===== src/rtl/pgw_pkg.sv =====
package pgw_pkg;
   typedef enum logic [1:0] {
      SQ_IDLE = 2'd0,
      SQ_SCAN = 2'd1,
      SQ_HOLD = 2'd2
   } sq_state_t;
endpackage


===== src/rtl/pgw_stage.sv =====
module pgw_stage #(
   parameter int ADDR_W     = 13,
   parameter int PAGE_BYTES = 32,
   localparam int PAGE_AW   = $clog2(PAGE_BYTES),
   localparam int BASE_W    = ADDR_W - PAGE_AW
) (
   input  logic               clk,
   input  logic               rst_n,
   input  logic               load_en,
   input  logic [ADDR_W-1:0]  load_addr,
   input  logic               byte_en,
   input  logic [7:0]         byte_data,
   input  logic               clr,
   input  logic [PAGE_AW-1:0] rd_idx,
   output logic [BASE_W-1:0]  page_base,
   output logic [PAGE_AW-1:0] wr_off,
   output logic               any_valid,
   output logic               rd_valid,
   output logic [7:0]         rd_data
);
   logic [PAGE_BYTES-1:0] valid_q;
   logic [7:0]            data_q [PAGE_BYTES];

   always_ff @(posedge clk or negedge rst_n) begin
      if (!rst_n) begin
         page_base <= '0;
         wr_off    <= '0;
      end else if (load_en) begin
         page_base <= load_addr[ADDR_W-1:PAGE_AW];
         wr_off    <= load_addr[PAGE_AW-1:0];
      end else if (byte_en) begin
         wr_off    <= wr_off + 1'b1;
      end
   end

   for (genvar g = 0; g < PAGE_BYTES; g++) begin : g_slot
      always_ff @(posedge clk or negedge rst_n) begin
         if (!rst_n) begin
            valid_q[g] <= 1'b0;
            data_q[g]  <= '0;
         end else if (load_en) begin
            valid_q[g] <= 1'b0;
         end else if (byte_en && (wr_off == PAGE_AW'(g))) begin
            valid_q[g] <= 1'b1;
            data_q[g]  <= byte_data;
         end else if (clr) begin
            valid_q[g] <= 1'b0;
         end
      end
   end

   assign any_valid = |valid_q;
   assign rd_valid  = valid_q[rd_idx];
   assign rd_data   = data_q[rd_idx];
endmodule


===== src/rtl/pgw_protect.sv =====
module pgw_protect #(
   parameter int PROT_FRAC = 4,
   localparam int SEL_W    = $clog2(PROT_FRAC)
) (
   input  logic [SEL_W-1:0] msbs,
   output logic             hit
);
   initial assert ((PROT_FRAC >= 2) && ((PROT_FRAC & (PROT_FRAC - 1)) == 0))
      else $error("PROT_FRAC must be a power of two of at least 2");

   if (SEL_W == 1) begin : g_half
      assign hit = msbs[0];
   end else begin : g_frac
      assign hit = &msbs;
   end
endmodule


===== src/rtl/pgw_timer.sv =====
module pgw_timer
   import pgw_pkg::*;
#(
   parameter int PAGE_BYTES  = 32,
   parameter int BUSY_CYCLES = 1000000,
   localparam int PAGE_AW    = $clog2(PAGE_BYTES),
   localparam int CNT_W      = $clog2(BUSY_CYCLES + 1)
) (
   input  logic               clk,
   input  logic               rst_n,
   input  logic               go,
   output logic               busy,
   output logic               scan_en,
   output logic [PAGE_AW-1:0] scan_idx,
   output logic               scan_last
);
   localparam logic [PAGE_AW-1:0] LAST_IDX = PAGE_AW'(PAGE_BYTES - 1);
   localparam logic [CNT_W-1:0]   LAST_CNT = CNT_W'(BUSY_CYCLES - 1);

   initial assert (BUSY_CYCLES >= 1) else $error("BUSY_CYCLES must be at least 1");

   sq_state_t        st_q;
   logic [CNT_W-1:0] cnt_q;

   always_ff @(posedge clk or negedge rst_n) begin
      if (!rst_n) begin
         st_q     <= SQ_IDLE;
         scan_idx <= '0;
         cnt_q    <= '0;
      end else begin
         unique case (st_q)
            SQ_IDLE: if (go) begin
               st_q     <= SQ_SCAN;
               scan_idx <= '0;
            end
            SQ_SCAN: if (scan_idx == LAST_IDX) begin
               st_q  <= SQ_HOLD;
               cnt_q <= '0;
            end else begin
               scan_idx <= scan_idx + 1'b1;
            end
            SQ_HOLD: if (cnt_q == LAST_CNT) begin
               st_q <= SQ_IDLE;
            end else begin
               cnt_q <= cnt_q + 1'b1;
            end
            default: st_q <= SQ_IDLE;
         endcase
      end
   end

   assign busy      = (st_q != SQ_IDLE);
   assign scan_en   = (st_q == SQ_SCAN);
   assign scan_last = scan_en && (scan_idx == LAST_IDX);
endmodule


===== src/rtl/pgw_sequencer.sv =====
module pgw_sequencer #(
   parameter int ADDR_W      = 13,
   parameter int PAGE_BYTES  = 32,
   parameter int BUSY_CYCLES = 1000000,
   parameter int PROT_FRAC   = 4
) (
   input  logic              clk,
   input  logic              rst_n,
   input  logic              load_addr,
   input  logic [ADDR_W-1:0] start_addr,
   input  logic              byte_stb,
   input  logic [7:0]        byte_data,
   input  logic              commit_stb,
   input  logic              wp,
   output logic              busy,
   output logic              mem_we,
   output logic [ADDR_W-1:0] mem_addr,
   output logic [7:0]        mem_wdata,
   output logic [ADDR_W-1:0] cur_addr
);
   localparam int PAGE_AW = $clog2(PAGE_BYTES);
   localparam int BASE_W  = ADDR_W - PAGE_AW;
   localparam int SEL_W   = $clog2(PROT_FRAC);

   initial assert ((PAGE_BYTES >= 2) && ((PAGE_BYTES & (PAGE_BYTES - 1)) == 0))
      else $error("PAGE_BYTES must be a power of two");
   initial assert (BASE_W >= SEL_W && BASE_W >= 1)
      else $error("ADDR_W too small for the page and protect region");

   logic               load_en, byte_en, go;
   logic               any_valid, rd_valid, scan_en, scan_last, prot_hit, wp_q;
   logic [BASE_W-1:0]  page_base;
   logic [PAGE_AW-1:0] wr_off, scan_idx;
   logic [7:0]         rd_data;

   assign load_en = load_addr && !busy;
   assign byte_en = byte_stb && !busy && !load_addr;
   assign go      = commit_stb && !busy && !load_addr && !byte_stb && any_valid;

   always_ff @(posedge clk or negedge rst_n) begin
      if (!rst_n)  wp_q <= 1'b0;
      else if (go) wp_q <= wp;
   end

   pgw_stage #(.ADDR_W(ADDR_W), .PAGE_BYTES(PAGE_BYTES)) u_stage (
      .clk(clk), .rst_n(rst_n),
      .load_en(load_en), .load_addr(start_addr),
      .byte_en(byte_en), .byte_data(byte_data),
      .clr(scan_last), .rd_idx(scan_idx),
      .page_base(page_base), .wr_off(wr_off),
      .any_valid(any_valid), .rd_valid(rd_valid), .rd_data(rd_data)
   );

   pgw_timer #(.PAGE_BYTES(PAGE_BYTES), .BUSY_CYCLES(BUSY_CYCLES)) u_timer (
      .clk(clk), .rst_n(rst_n), .go(go),
      .busy(busy), .scan_en(scan_en), .scan_idx(scan_idx), .scan_last(scan_last)
   );

   pgw_protect #(.PROT_FRAC(PROT_FRAC)) u_prot (
      .msbs(mem_addr[ADDR_W-1 -: SEL_W]),
      .hit(prot_hit)
   );

   assign mem_addr  = {page_base, scan_idx};
   assign mem_wdata = rd_data;
   assign mem_we    = scan_en && rd_valid && !(wp_q && prot_hit);
   assign cur_addr  = {page_base, wr_off};
endmodule


===== config.mk =====
export PLATFORM = sky130hd
export DESIGN_NAME = pgw_sequencer
export DESIGN_NICKNAME = d
export VERILOG_FILES = /design/src/rtl/pgw_pkg.sv /design/src/rtl/pgw_stage.sv /design/src/rtl/pgw_protect.sv /design/src/rtl/pgw_timer.sv /design/src/rtl/pgw_sequencer.sv
export SDC_FILE = /design/constraint.sdc
export NUM_CORES = 1
export LEC_CHECK = 0
export BUFFER_PORTS_ARGS = -buffer_cell sky130_fd_sc_hd__buf_4
export CAP_MARGIN = 0
export CORE_MARGIN = 2
export CORE_UTILIZATION = 37
export DETAILED_ROUTE_END_ITERATION = 6
export SLEW_MARGIN = 5
export SYNTH_ARGS = -nofsm -noshare
export SYNTH_HDL_FRONTEND = slang
export SYNTH_SLANG_ARGS = --single-unit

===== constraint.sdc =====
create_clock -name clk -period 4.3 [get_ports clk]
set_clock_uncertainty 0.15 [all_clocks]
set_input_delay 0.215 -clock clk [delete_from_list [all_inputs] [get_ports clk]]
set_output_delay 0.215 -clock clk [all_outputs]
set_load 0.05 [all_outputs]

Word-level counts from Yosys, hierarchy flattened
Cells that the tools add are included.
Word-level totals
  register bits: 329
  bits in latches: 0
  RAM bits: 0
  memory bits (read-only): 0
  input bits: 27
  output and inout port bits: 36
  logic and storage cells: 321
  memories: 0
Cells by class
  $add $sub $neg: 3
  multipliers: 0
  divide/modulo/power cells: 0
  order comparisons: 2
  eq/ne operators: 40
  shift operators: 0
  mux-type cells: 82
  bitwise gates (word level): 2
  reductions and logical operators: 122
Operators with widths (number)
  $reduce_bool A3 Y1: 32
  $eq A5 B5 Y1 const B: 17
  $mux W1: 66
  $reduce_and A2 Y1: 33
  $logic_and A1 B1 Y1: 43
  $bmux W8 S5: 1
  $eq A5 B4 Y1 const B: 8
  $mux W20: 2
  $pmux W20 S2: 1
  $reduce_or A32 Y1: 1
  $add A20 B1 Y20 const B: 1
  $eq A20 B20 Y1 const B: 1
  $eq A5 B3 Y1 const B: 4
  $mux W5: 4
  $mux W8: 2
  $add A5 B1 Y5 const B: 2
  $eq A5 B2 Y1 const B: 2
  $pmux W5 S2: 1
  $reduce_and A3 Y1: 3
  $reduce_bool A2 Y1: 4
  $ge A6 B6 Y1 const B: 1
  $lt A5 B6 Y1 const B: 1
  $mux W2: 3
  $ne A2 B2 Y1 const B: 3
  11 further kinds: 15

Depth between registers and ports, before layout
Gate-level depths: netlist of the first run.
  depth after elaboration: 8
  mapped depth: 11
  gate-level depth less buffers: 8

Cells and area by module
A second synthesis of the first run with hierarchy kept.
Unflattened totals
  cell total of the unflattened synthesis: 1035
  area total of the unflattened synthesis: 15411.0 sq um
Modules (own cells, without submodules)
  pgw_stage: instances 1, cells an instance 858, area each 13679.4 sq um, seq. area each 7532.2 sq um
  pgw_timer: instances 1, cells an instance 160, area each 1581.5 sq um, seq. area each 675.6 sq um
  pgw_sequencer: instances 1, cells an instance 16, area each 143.9 sq um, seq. area each 25.0 sq um
  pgw_protect: instances 1, cells an instance 1, area each 6.3 sq um, seq. area each 0.0 sq um

Worst setup path before layout of the first run
OpenSTA, ideal clock, no wires.
  kind: reg2out
  from: register u_timer.scan_idx[0]
  to: output mem_we
  arrival: 2862 ps
  data required time: 3935 ps
  slack: 1073 ps
  stages on the path, launching flop included: 9
  buffers on the path: 3
  path through: dfrtp_1 -> buf_6 -> buf_8 -> buf_4 -> mux4_2 -> mux2i_1 -> o21ai_1 -> a311oi_1 -> a311oi_1
On the way
  cells in the longest elaborated chain, start to end: 4
RTL lines
  start: declaration: RTL line pgw_timer.sv:14  | output logic [PAGE_AW-1:0] scan_idx,
  start signal: assignment: RTL line pgw_timer.sv:40  | scan_idx <= scan_idx + 1'b1;
  $bmux W1 S5: RTL line pgw_stage.sv:53  | assign rd_valid = valid_q[rd_idx];
  $mux W1 (implied by the code): RTL line pgw_stage.sv:53
  $logic_and A1 B1 Y1 (2 in series): RTL line pgw_sequencer.sv:66  | assign mem_we = scan_en && rd_valid && !(wp_q && prot_hit);
  end: declaration: RTL line pgw_sequencer.sv:16  | output logic mem_we,
No other way between the ends. The select of a mux whose other input is x is not followed.

Worst setup path in the final report of the first run
  from: register u_timer.scan_idx[0]
  to: output mem_wdata[5]
On the way
  cells in the longest elaborated chain, start to end: 4
RTL lines
  $not A5 Y6 (implied by the code): RTL line pgw_stage.sv:54  | assign rd_data = data_q[rd_idx];
  $bmux W8 S5: RTL line pgw_stage.sv:54
  $mux W8 (implied by the code) (2 in series): RTL line pgw_stage.sv:54
  end: declaration: RTL line pgw_sequencer.sv:18  | output logic [7:0] mem_wdata,
No other way between the ends. The select of a mux whose other input is x is not followed.

==> metrics.txt, run 1 <==
Slew Limit Fails=0; Row Count=75; Yosys cell types=approximately 60; Worst Path Required=3.93 ns; # port buffers=62; CP endpoint kind=output pin; Worst Path Buf+Inv=2; Fin. Hold Viols=0; Num CTS Buffers=37; syn_nets=approximately 1.2k; worst-path cell with the longest stage delay=mux4_1; detailed-route via count=9520; CTS tree=yes; first-pass GRT wire length=59000 µm; mux contribution to synthesized area=32.4%; Synth Warn #=0; Core ar.=0.0420 mm²; fmax=0.294 GHz; Leakage Power=8.87 nW; initial core utilization=approximately 38%; RSZ-0062 raised after global routing=no; xor/xnor share of the synthesized area=0%; register area share after synthesis=a little over half; drt first pass iters=5; Overflow after GRT=0; number of max-cap violations=0; complex-gate fraction of the synthesized area=3.79%; post-synthesis instance area=0.0158 mm²; placed insts=1640; die width=211 µm; routed length per instance=21.8 µm; Synth Flop Type=dfrtp_1; die area=0.0444 mm²; Fin Setup TNS=0 ns; CP Launch Type=register; Via density=5.52; Synth-to-Final Area Change=14.0%; Avg Cell Area, Syn=around 14 µm²; Clock transition at path regs=0.06 ns; largest net degree at the start of global routing=119; Async SR Flop Fraction=100%; largest family of logic cells by synthesized area=multiplexers; Slew @ Worst Pin=0.954 ns; initial antenna violation count=0; insertion delay to the later sink of the worst-skew pair=0.54 ns; Post-synth EDFFs=0; Simple-Gate Fraction of Synth Area=6.98%; Post-layout nets=1202; Die H=211 µm; Arr. time, crit path=3.03 ns; dpl hpwl=around 23000 µm; post-route ant nets=0; Crit path largest cell delay=0.64 ns; status=finished, final reports clean; final setup vio count=0; Root Buffer=clkbuf_16; clock tree buffer depth=3; Post-Syn Instances=1114; CTS resizes=0; Finished Layout Cells=1726; dpl ws=roughly 1.3 ns; Setup CP Type=register to output pin; RePlAce Congestion=0.793; layout cells sized above 1=21.4%; VDD IR-drop max=0.400 mV; GRT Total Usage=between 10% and 20%; CP Max Fanout=77; vias in the first global route=9935; crit path cell chain=buf_12, mux4_1, mux4_2, o21a_1, buf_4; minimum clock period after layout=roughly 3.4 ns; post-synthesis register bit count=around 330; worst rel slew slack=36.3%; routed wire length=37600 µm; Cell Pwr Density=667 mW/mm²; I/O pin cnt=63; worst hold path class=input pin to register; final worst slack=0.902 ns; DRC=0; post-route clock period utilization=79.0%; H-tree levels=2; clock sinks=roughly 330; Top delay family on crit path=multiplexers; final instance area=between 0.015 and 0.02 mm²; Placed Area=roughly 0.017 mm²; n_diodes=0; Synth Area in Adders=between 1 and 1.5%; drt initial violations=554
-- flip-flops by register name, summed over array words and instances (netlist names) --
name               flops
u_stage.data_q       256
u_stage.valid_q       32
u_timer.cnt_q         20
u_stage.page_base      8
u_stage.wr_off         5
u_timer.scan_idx       5
u_timer.st_q           2
wp_q                   1
-- final cells by class --
| type | count | area (µm²) |
|---|---|---|
| Fill cell | 3824 | 24000 |
| Multi-Input combinational cell | 684 | 6990 |
| Clock inverter | 13 | 145 |
| Timing Repair Buffer | 96 | 833 |
| Sequential cell | 329 | 8240 |
| Tap cell | 539 | 674 |
| Clock buffer | 51 | 1090 |
| Inverter | 14 | 52.6 |
-- cell usage after synthesis, types with 3 or more instances --
| master | instances | area [µm²] |
|---|---|---|
| dfrtp_1 | 329 | 8230 |
| mux2_1 | 243 | 2740 |
| nand2_1 | 90 | 338 |
| mux4_2 | 56 | 1260 |
| clkbuf_1 | 45 | 169 |
| nand2_2 | 30 | 188 |
| mux2_2 | 26 | 293 |
| mux4_1 | 24 | 631 |
| nand3_1 | 23 | 115 |
| mux2i_1 | 20 | 200 |
| and3_1 | 17 | 106 |
| buf_2 | 14 | 70.1 |
| ha_1 | 13 | 163 |
| inv_1 | 13 | 48.8 |
| o21ai_0 | 13 | 65.1 |
| buf_4 | 12 | 90.1 |
| a21oi_1 | 11 | 55.1 |
| nor2_1 | 11 | 41.3 |
| nor4_1 | 11 | 68.8 |
| a22oi_1 | 10 | 75.1 |
| o21a_1 | 10 | 75.1 |
| nand4_1 | 9 | 56.3 |
| clkbuf_8 | 7 | 96.3 |
| o211ai_1 | 6 | 45.0 |
| a21o_1 | 5 | 37.5 |
| a22o_1 | 5 | 43.8 |
| and2_1 | 5 | 31.3 |
| o22ai_1 | 5 | 31.3 |
| buf_8 | 4 | 60.1 |
| nor2b_1 | 4 | 25.0 |
| buf_6 | 3 | 33.8 |
| o31ai_1 | 3 | 22.5 |
| or3_1 | 3 | 18.8 |
-- logic make-up (layout without fill, tap and decap cells) --
group,count (synthesis),count (layout)
flops,329,329
compound gates,85,85
buf+inv,101,174
simple gates,217,217
mux,369,369
fa+ha+maj,13,13
-- path summary, 6_finish.rpt --
path / cells after the start / start / end / slack [ns]
setup / recovery: 5 / u_timer.scan_idx[0] / mem_wdata[5] / 0.90
hold / removal: 2 / byte_data[6] / u_stage.data_q[166] / 0.02
setup reg to reg: 6 / u_timer.scan_idx[4] / u_timer.cnt_q[5] / 1.19
hold reg to reg: 1 / u_stage.data_q[241] / u_stage.data_q[241] / 0.33
max in group asynchronous: 3 / rst_n / u_timer.scan_idx[0] / 2.65
min in group asynchronous: 2 / rst_n / u_stage.data_q[157] / 0.21
-- per-layer routing --
metal / GRT usage [%] / part of all wire, % / vias to the layer above
li1: - / - / 4230
met1: 22.3 / 43 / 5039
met2: 30.2 / 50 / 200
met3: 2.60 / 3.9 / 51
met4: 5.22 / 2.5 / 0
met5: 0 / 0 / -
-- where the power goes --
group	internal, mW	leakage, nW	switching, mW
Combinational	1.90	3.80	2.34
Sequential	4.05	4.45	0.547
Clock	1.90	0.618	1.29
Total	7.85	8.87	4.17
-- cell usage in the layout (no fill, tap or decap), drive strengths merged, types with 6 or more instances in the layout --
cell	instances
inv	15
a22oi	10
clkbuf	51
o211ai	6
buf	74
o21ai	14
mux4	80
nor4	12
nand3	23
mux2i	20
mux2	269
nor2	11
clkinv	10
and3	17
o21a	10
dfrtp	329
a21oi	11
dlygate4sd3	22
nand2	120
nand4	10
ha	13
-- what timing repair did --
action                                 CTS  global route
endpoints found under the hold margin  130             0
hold buffers                            22             0
buffers inserted                         0             0
-- metrics by stage --
stage | util (%) | power, mW | hold slack, ns
2_1_floorplan | - | 7.81 | -0.231
3_3_place_gp | 39.4 | 8.75 | 0.231
3_5_place_dp | 39.4 | 8.84 | 0.228
4_1_cts | 42.9 | 12.1 | 0.00544
5_1_grt | 42.9 | 12.7 | 0.0406
6_report | 42.9 | 12.0 | 0.0221
Note: power is estimated with default switching activity, not from simulation.
==> inputs of run 2 (changes only) <==
--- a/config.mk
+++ b/config.mk
@@ -5,6 +5,7 @@
 export SDC_FILE = /design/constraint.sdc
 export NUM_CORES = 1
 export LEC_CHECK = 0
+export ABC_AREA = 1
 export BUFFER_PORTS_ARGS = -buffer_cell sky130_fd_sc_hd__buf_4
 export CAP_MARGIN = 0
 export CORE_MARGIN = 2
==> constraint.sdc (replaced) <==
create_clock -name clk -period 3.5 [get_ports clk]
set_clock_uncertainty 0.15 [all_clocks]
set_input_delay 0.175 -clock clk [delete_from_list [all_inputs] [get_ports clk]]
set_output_delay 0.175 -clock clk [all_outputs]
set_load 0.05 [all_outputs]
==> run 2 against run 1 <==
Compared with the run above: final area grew 2.2%; count of clock-buffer cells in the layout rose by 7; worst hold slack gained 0.036 ns; setup slack got worse by 0.75 ns; non-clock buffer count grew 13; total power is 26% higher; cell count rose by 52%; critical endpoint is now mem_wdata[3]; largest power group unchanged.
==> metrics.txt, run 2 <==
clock sinks=329 (unchanged); CP endpoint kind=output pin; post-synth top area cell=dfrtp_1; post-synthesis instance area=0.0162 mm² (+2.2%); GR met1 Demand/Resource=29.5% (+7.3 points); Top reg by flops=u_stage.data_q; most instantiated cells after synthesis=505 x nand2_1, 329 x dfrtp_1, 263 x nor2_1, 244 x o21ai_0, 154 x o21ai_1; met3 GRT Util=3.32% (+0.72 points); commonest non-fill, non-tap cell in the layout=nand2_1; Die H=213 µm (+1.1%); Clock transition at path regs=0.06 ns (about the same); internal power=9.38 mW (+19%); die area=0.0454 mm² (+2.1%); Seq pwr share=37.8% (-0.5 points); post-synthesis register bit count=329 (unchanged); initial core utilization=37.5% (-0.11 points); Layout fillers=4284 (+12%); worst hold path class=input pin to register; Logic pwr share=33.7% (-1.5 points); Finished Layout Cells=2622 (+52%); CP Launch Type=register; Synth Warn #=0 (unchanged); syn_nets=2035 (+76%); Clk pwr share=28.4% (+1.9 points); final setup vio count=0 (unchanged); Post-synth EDFFs=0 (unchanged); final instance area=0.0184 mm² (+2.2%); die width=213 µm (+1.1%); worst rel slew slack=21.3% (-15 points); number of max-cap violations=0 (unchanged); Async SR Flop Fraction=100% (unchanged); flop2flop setup slack=0.74 ns (-0.45 ns); drt first pass iters=5 (unchanged); status=finished, final reports clean; post-route clock period utilization=95.8%; GRT Max-Usage Layer=met2; VDD IR-drop max=0.833 mV (+110%); CP Max Fanout=64 (-17%); first-pass GRT wire length=73500 µm (+24%); most frequent cells in the layout=505 x nand2_1, 327 x dfrtp_1, 263 x nor2_1, 244 x o21ai_0, 154 x o21ai_1; RSZ-0062 raised after global routing=no; fmax=0.298 GHz; detailed-route via count=13.5k (+42%); Core ar.=0.0431 mm² (+2.5%); Avg Cell Area, Syn=8.10 µm² (-43%); Post-Syn Instances=1995 (+79%); layout cells sized above 1=9.92% (-11 points); Fin Setup TNS=0 ns (unchanged); vias in the first global route=13.2k (+33%); Yosys cell types=35 (-43%); Overall Power=15.1 mW (+26%); initial antenna violation count=0 (unchanged); Worst Path Required=3.17 ns (-0.76 ns); Via density=5.16 (-6.5%); Placed Area=0.0169 mm² (+1.8%); setup bufs post-CTS=0 (unchanged); # port buffers=62 (unchanged); H-tree levels=2 (unchanged); Synth-to-Final Area Change=14.0% (about the same); largest net degree at the start of global routing=93 (-22%); Slew @ Worst Pin=1.18 ns (+0.225 ns); RePlAce Congestion=0.843 (+6.4%); DRC=0 (unchanged); dpl hpwl=27600 µm (+22%); Row Count=76 (+1.3%); Num CTS Buffers=39 (+5.4%); insertion delay to the later sink of the worst-skew pair=0.55 ns (about the same); worst-path cell with the longest stage delay=dfrtp_4; GRT Total Usage=20.7% (+3.4 points); Switching Power=5.73 mW (+38%); Setup CP Type=register to output pin; drt initial violations=1223 (+120%); n_diodes=0 (unchanged); Post-layout nets=2050 (+71%); Sw Ratio=37.9% (+3.3 points); Leakage Power=8.82 nW (-0.58%); routed length per instance=17.3 µm (-20%); routed wire length=45400 µm (+21%); Synth top area share=51.0% (-1.1 points); Arr. time, crit path=3.03 ns (about the same); minimum clock period after layout=3.35 ns; clock tree buffer depth=3 (unchanged); register area share after synthesis=51.0% (-1.1 points); count leader, synth=nand2_1; Overflow after GRT=0 (unchanged); Hold Crit Depth=5 (+3); Fin. Hold Viols=0 (unchanged); post-route ant nets=0 (unchanged); Crit path largest cell delay=0.64 ns (about the same); crit path cell chain=clkinv_2, buf_4, o21ai_0, o211ai_1, nand3_1, nand2_1, nand2_1, inv_1, buf_4; placed insts=2534 (+55%); Hold WS=0.0585 ns (+0.0364 ns); GR Layer Usage met2=32.0% (+1.7 points); Layout Utilization=42.8% (-0.13 points); final worst slack=0.148 ns (-0.754 ns); dpl ws=0.785 ns (-0.478 ns); I/O pin cnt=63 (unchanged); max reg flops=256 (unchanged); CTS tree=yes; R2R cell count=9 (+3); Cell Pwr Density=820 mW/mm² (+23%); Root Buffer=clkbuf_16; Slew Limit Fails=0 (unchanged); Synth Flop Type=dfrtp_1; Largest regs=u_stage.data_q x256, u_stage.valid_q x32, u_timer.cnt_q x20; Synth area leaders=dfrtp_1 51%, nand2_1 12%, o21ai_0 7.6%
run 2: final cells by class:
type / count / area [µm²] / share of cell area [%]
flip-flops and latches: 329 / 8240 / 44.7
multi-input cells: 1435 / 6790 / 36.8
clock buffers: 58 / 1140 / 6.19
repair buffers: 109 / 955 / 5.18
well taps: 585 / 732 / 3.97
inverters: 96 / 362 / 1.96
clock inverters: 10 / 204 / 1.11
run 2: power groups by stage:
stage	clock network, mW	registers (mW)	logic [mW]
after detailed placement	0	5.74	5.03
after floorplan	0	5.79	3.57
after global routing	4.53	5.86	5.74
after global placement	0	5.71	4.96
final	4.30	5.71	5.10
after CTS	4.38	5.70	5.12
run 2: path summary, 6_finish.rpt:
kind                                     start                  end
setup / recovery           u_timer.scan_idx[0]         mem_wdata[3]
hold / removal                       load_addr    u_stage.wr_off[4]
hold reg to reg            u_stage.data_q[156]  u_stage.data_q[156]
setup reg to reg               u_timer.st_q[0]   u_stage.data_q[47]
max in group asynchronous                rst_n  u_stage.data_q[117]
min in group asynchronous                rst_n  u_stage.data_q[221]
run 2: cell families after synthesis:
logic type                 count (synthesis)  share of synthesized area [%]
buffers and inverters                    231                           7.03
xor gates and xnor gates                  17                          0.922
DFF                                      329                           51.0
adders and majority gates                 13                           1.01
and+or+nand+nor                          906                           23.3
AOI/OAI and AO/OA                        499                           16.8
run 2: timing repair:
item,CTS,global route
endpoints found under the hold margin,100,0
endpoints found under the setup margin,0,1
gates resized for setup,0,1
hold buffers,20,0
run 2: critical path: cells and delay by family, from the launching register on:
kind            cells  cell delay [ns]
compound gates      2             0.41
buf+inv             4             0.93
simple gates        3             0.43
flops               1             0.64
run 2: layer usage:
metal | wire, µm | vias up
met5 | 0 | -
met4 | 1340 | 0
met3 | 2420 | 72
met2 | 20200 | 368
met1 | 21400 | 6551
li1 | - | 6536
==> inputs of run 3 (changes only) <==
--- a/config.mk
+++ b/config.mk
@@ -6,12 +6,14 @@
 export NUM_CORES = 1
 export LEC_CHECK = 0
 export ABC_AREA = 1
-export BUFFER_PORTS_ARGS = -buffer_cell sky130_fd_sc_hd__buf_4
 export CAP_MARGIN = 0
 export CORE_MARGIN = 2
 export CORE_UTILIZATION = 37
 export DETAILED_ROUTE_END_ITERATION = 6
+export DONT_BUFFER_PORTS = 1
+export RECOVER_POWER = 100
 export SLEW_MARGIN = 5
 export SYNTH_ARGS = -nofsm -noshare
 export SYNTH_HDL_FRONTEND = slang
+export SYNTH_HIERARCHICAL = 1
 export SYNTH_SLANG_ARGS = --single-unit
==> run 3 against run 2 <==
Compared with the run above: the flow now finishes with violations (negative hold slack); critical path type unchanged; final area decreased by 4.4%; critical path depth up 3; count of clock-buffer cells in the layout fell by 2; setup slack worse by 0.0012 ns; total power decreased by 4.0%.
==> metrics.txt, run 3 <==
status=finished, violations left; violations in the final reports=negative hold slack; placed insts=2512 (-0.87%); mux contribution to synthesized area=0% (unchanged); Simple-Gate Fraction of Synth Area=29.8% (+6.4 points); Setup CP Type=register to output pin; DRC=0 (unchanged); Core ar.=0.0432 mm² (+0.22%); Synth Area in Adders=0.695% (-0.31 points); post-synthesis instance area=0.0162 mm² (+0.30%); Num CTS Buffers=35 (-10%); Arr. time, crit path=3.03 ns (about the same); Switching Power=5.92 mW (+3.3%); Synth-to-Final Area Change=8.62%; Sw Ratio=40.8% (+2.9 points); n_diodes=0 (unchanged); die width=213 µm (+0.15%); post-synth top area cell=dfrtp_1; vias in the first global route=12.8k (-2.8%); largest net degree at the start of global routing=330 (+250%); I/O pin cnt=63 (unchanged); internal power=8.58 mW (-8.4%); most instantiated cells after synthesis=776 x nand2_1, 329 x dfrtp_1, 233 x nand3_1, 216 x o21ai_0, 81 x inv_1; count leader, synth=nand2_1; Placed Area=0.0166 mm² (-1.4%); crit path cell chain=inv_2, buf_6, nand3_1, nand3_1, nand2_1, nand2_1, nand2_1, nand2_1, nand2_1, nand2_1, a21oi_1, buf_4; Post-Syn Instances=2014 (+0.95%); Worst Path Required=3.17 ns (about the same); CP Launch Type=register; worst hold path class=input pin to asynchronous set/reset pin; Via density=5.13 (-0.60%); largest family of logic cells by synthesized area=simple AND/OR/NAND/NOR gates; # port buffers=0 (-100%); Fin. Hold Viols=329 (+329); layout cells sized above 1=6.36% (-3.6 points); most frequent cells in the layout=793 x nand2_1, 326 x dfrtp_1, 300 x o21ai_0, 233 x nand3_1, 82 x inv_1; die area=0.0455 mm² (+0.30%); post-route ant nets=0 (unchanged); drt first pass iters=5 (unchanged); detailed-route via count=13.3k (-1.6%); Clk pwr share=25.3% (-3.1 points); Row Count=76 (unchanged); post-synthesis register bit count=329 (unchanged); post-route clock period utilization=95.8% (about the same); cts hold-fix bufs=23 (+15%); Worst Path Buf+Inv=3 (-1); Overall Power=14.5 mW (-4.0%); CTS tree=yes; minimum clock period after layout=3.35 ns (+0.00119 ns); Synth Flop Type=dfrtp_1; initial core utilization=37.5% (about the same); number of max-cap violations=0 (unchanged); Finished Layout Cells=2597 (-0.95%); GRT Total Usage=19.4% (-1.3 points); Logic pwr share=33.7% (about the same); CP endpoint kind=output pin; Slew @ Worst Pin=1.24 ns (+0.0598 ns); VDD IR-drop max=0.887 mV (+6.6%); routed wire length=42900 µm (-5.4%); Top reg by flops=u_stage/data_q; Die H=213 µm (+0.15%); Synth Warn #=6 (+6); Synth top area share=50.8% (-0.15 points); max reg flops=256 (unchanged); fmax=0.298 GHz (about the same); Crit path largest cell delay=0.59 ns (-0.05 ns); dpl hpwl=25600 µm (-7.3%); Overflow after GRT=0 (unchanged); complex-gate fraction of the synthesized area=11.2% (-5.6 points); Largest regs=u_stage/data_q x256, u_stage/valid_q x32, u_timer/cnt_q x20; Clock transition at path regs=0.06 ns (about the same); initial antenna violation count=0 (unchanged); Synth area leaders=dfrtp_1 51%, nand2_1 18%, nand3_1 7.2%; insertion delay to the later sink of the worst-skew pair=0.52 ns (-0.03 ns); H-tree levels=2 (unchanged); Post-synth EDFFs=0 (unchanged); worst rel slew slack=17.4% (-3.9 points); final setup vio count=0 (unchanged); drt initial violations=1201 (-1.8%); CP Max Fanout=36 (-44%); setup bufs post-CTS=0 (unchanged); RSZ-0062 raised after global routing=no; final worst slack=0.147 ns (-0.00119 ns); syn_nets=2050 (+0.74%); register area share after synthesis=50.8% (-0.15 points); Cell Pwr Density=824 mW/mm² (+0.48%); Seq pwr share=41.0% (+3.2 points); Leakage Power=8.11 nW (-8.0%); Root Buffer=clkbuf_16; Async SR Flop Fraction=100% (unchanged); Post-layout nets=2023 (-1.3%); Slew Limit Fails=0 (unchanged); Yosys cell types=39 (+11%); Top delay family on crit path=buffers and inverters; RePlAce Congestion=0.853 (+1.1%); first-pass GRT wire length=70000 µm (-4.7%); Layout fillers=4526 (+5.6%); Fin Setup TNS=0 ns (unchanged); most used cell, CP=nand2_1; clock sinks=329 (unchanged); commonest non-fill, non-tap cell in the layout=nand2_1; routed length per instance=16.5 µm (-4.5%); dpl ws=0.587 ns (-0.199 ns); worst-path cell with the longest stage delay=dfrtp_4; clock tree buffer depth=3 (unchanged); Hold WS=-0.797 ns (-0.855 ns); final instance area=0.0176 mm² (-4.4%); Layout Utilization=40.8% (-2.0 points); Avg Cell Area, Syn=8.05 µm² (-0.64%); xor/xnor share of the synthesized area=0.703% (-0.22 points)
[run 3: timing repair]
item                                   CTS  global route
setup endpoints to repair                0             2
resized for setup                        0             2
endpoints found under the hold margin  375           329
[run 3: routing by layer]
metal | part of all wire (%) | global-route usage [%] | wire [µm] | vias to the layer above
li1 | - | - | - | 6442
met1 | 46 | 27.4 | 19900 | 6472
met2 | 46 | 30.7 | 19600 | 334
met3 | 5.8 | 3.28 | 2480 | 69
met4 | 2.3 | 5.34 | 989 | 0
met5 | 0 | 0.445 | 0 | -
[run 3: kinds of logic after synthesis]
| family | after synthesis |
|---|---|
| simple gates | 1123 |
| xor+xnor | 13 |
| buf+inv | 221 |
| flops | 329 |
| compound gates | 319 |
| fa+ha+maj | 9 |
[run 3: worst reg2reg max path, stage by stage, from the launching register on]
cell      delay (ns)
dfrtp_1         0.38
nor2_1          0.07
inv_1           0.06
clkbuf_1        0.55
nor2_1          0.35
nor2_8          0.22
inv_1           0.20
nor2_8          0.23
clkbuf_1        0.41
nand2_4         0.23
nand2_1         0.11
o21ai_0         0.08
[run 3: path summary, 6_finish.rpt]
check / endpoint / start / slack [ns] / depth (start not counted)
worst max-delay path: mem_we / u_timer/scan_idx[1] / 0.15 / 12
worst min-delay path: u_stage/data_q[153] / rst_n / -0.80 / 0
worst max register to register: u_stage/data_q[34] / u_timer/st_q[0] / 0.29 / 11
worst min register to register: u_stage/data_q[163] / u_stage/data_q[163] / 0.33 / 2
max in group asynchronous: u_timer/scan_idx[2] / rst_n / 3.46 / 0
min in group clk: u_stage/wr_off[3] / load_addr / 0.04 / 4
[run 3: layout make-up]
class | count | area, µm² | share of cell area (%)
inverter | 90 | 340 | 1.93
multi-input combinational | 1464 | 6550 | 37.2
clock inverter | 6 | 55.1 | 0.313
timing repair buffer | 67 | 611 | 3.47
tap | 585 | 732 | 4.16
clock buffer | 56 | 1070 | 6.06
sequential | 329 | 8240 | 46.8
[run 3: power groups by stage]
stage               clock network (mW)  logic [mW]  registers, mW
floorplan                            0        3.77           5.74
global placement                     0        5.04           5.97
detailed placement                   0        5.11           6.00
CTS                               3.76        5.16           5.94
global route                      3.91        5.48           6.10
finish                            3.67        4.89           5.95
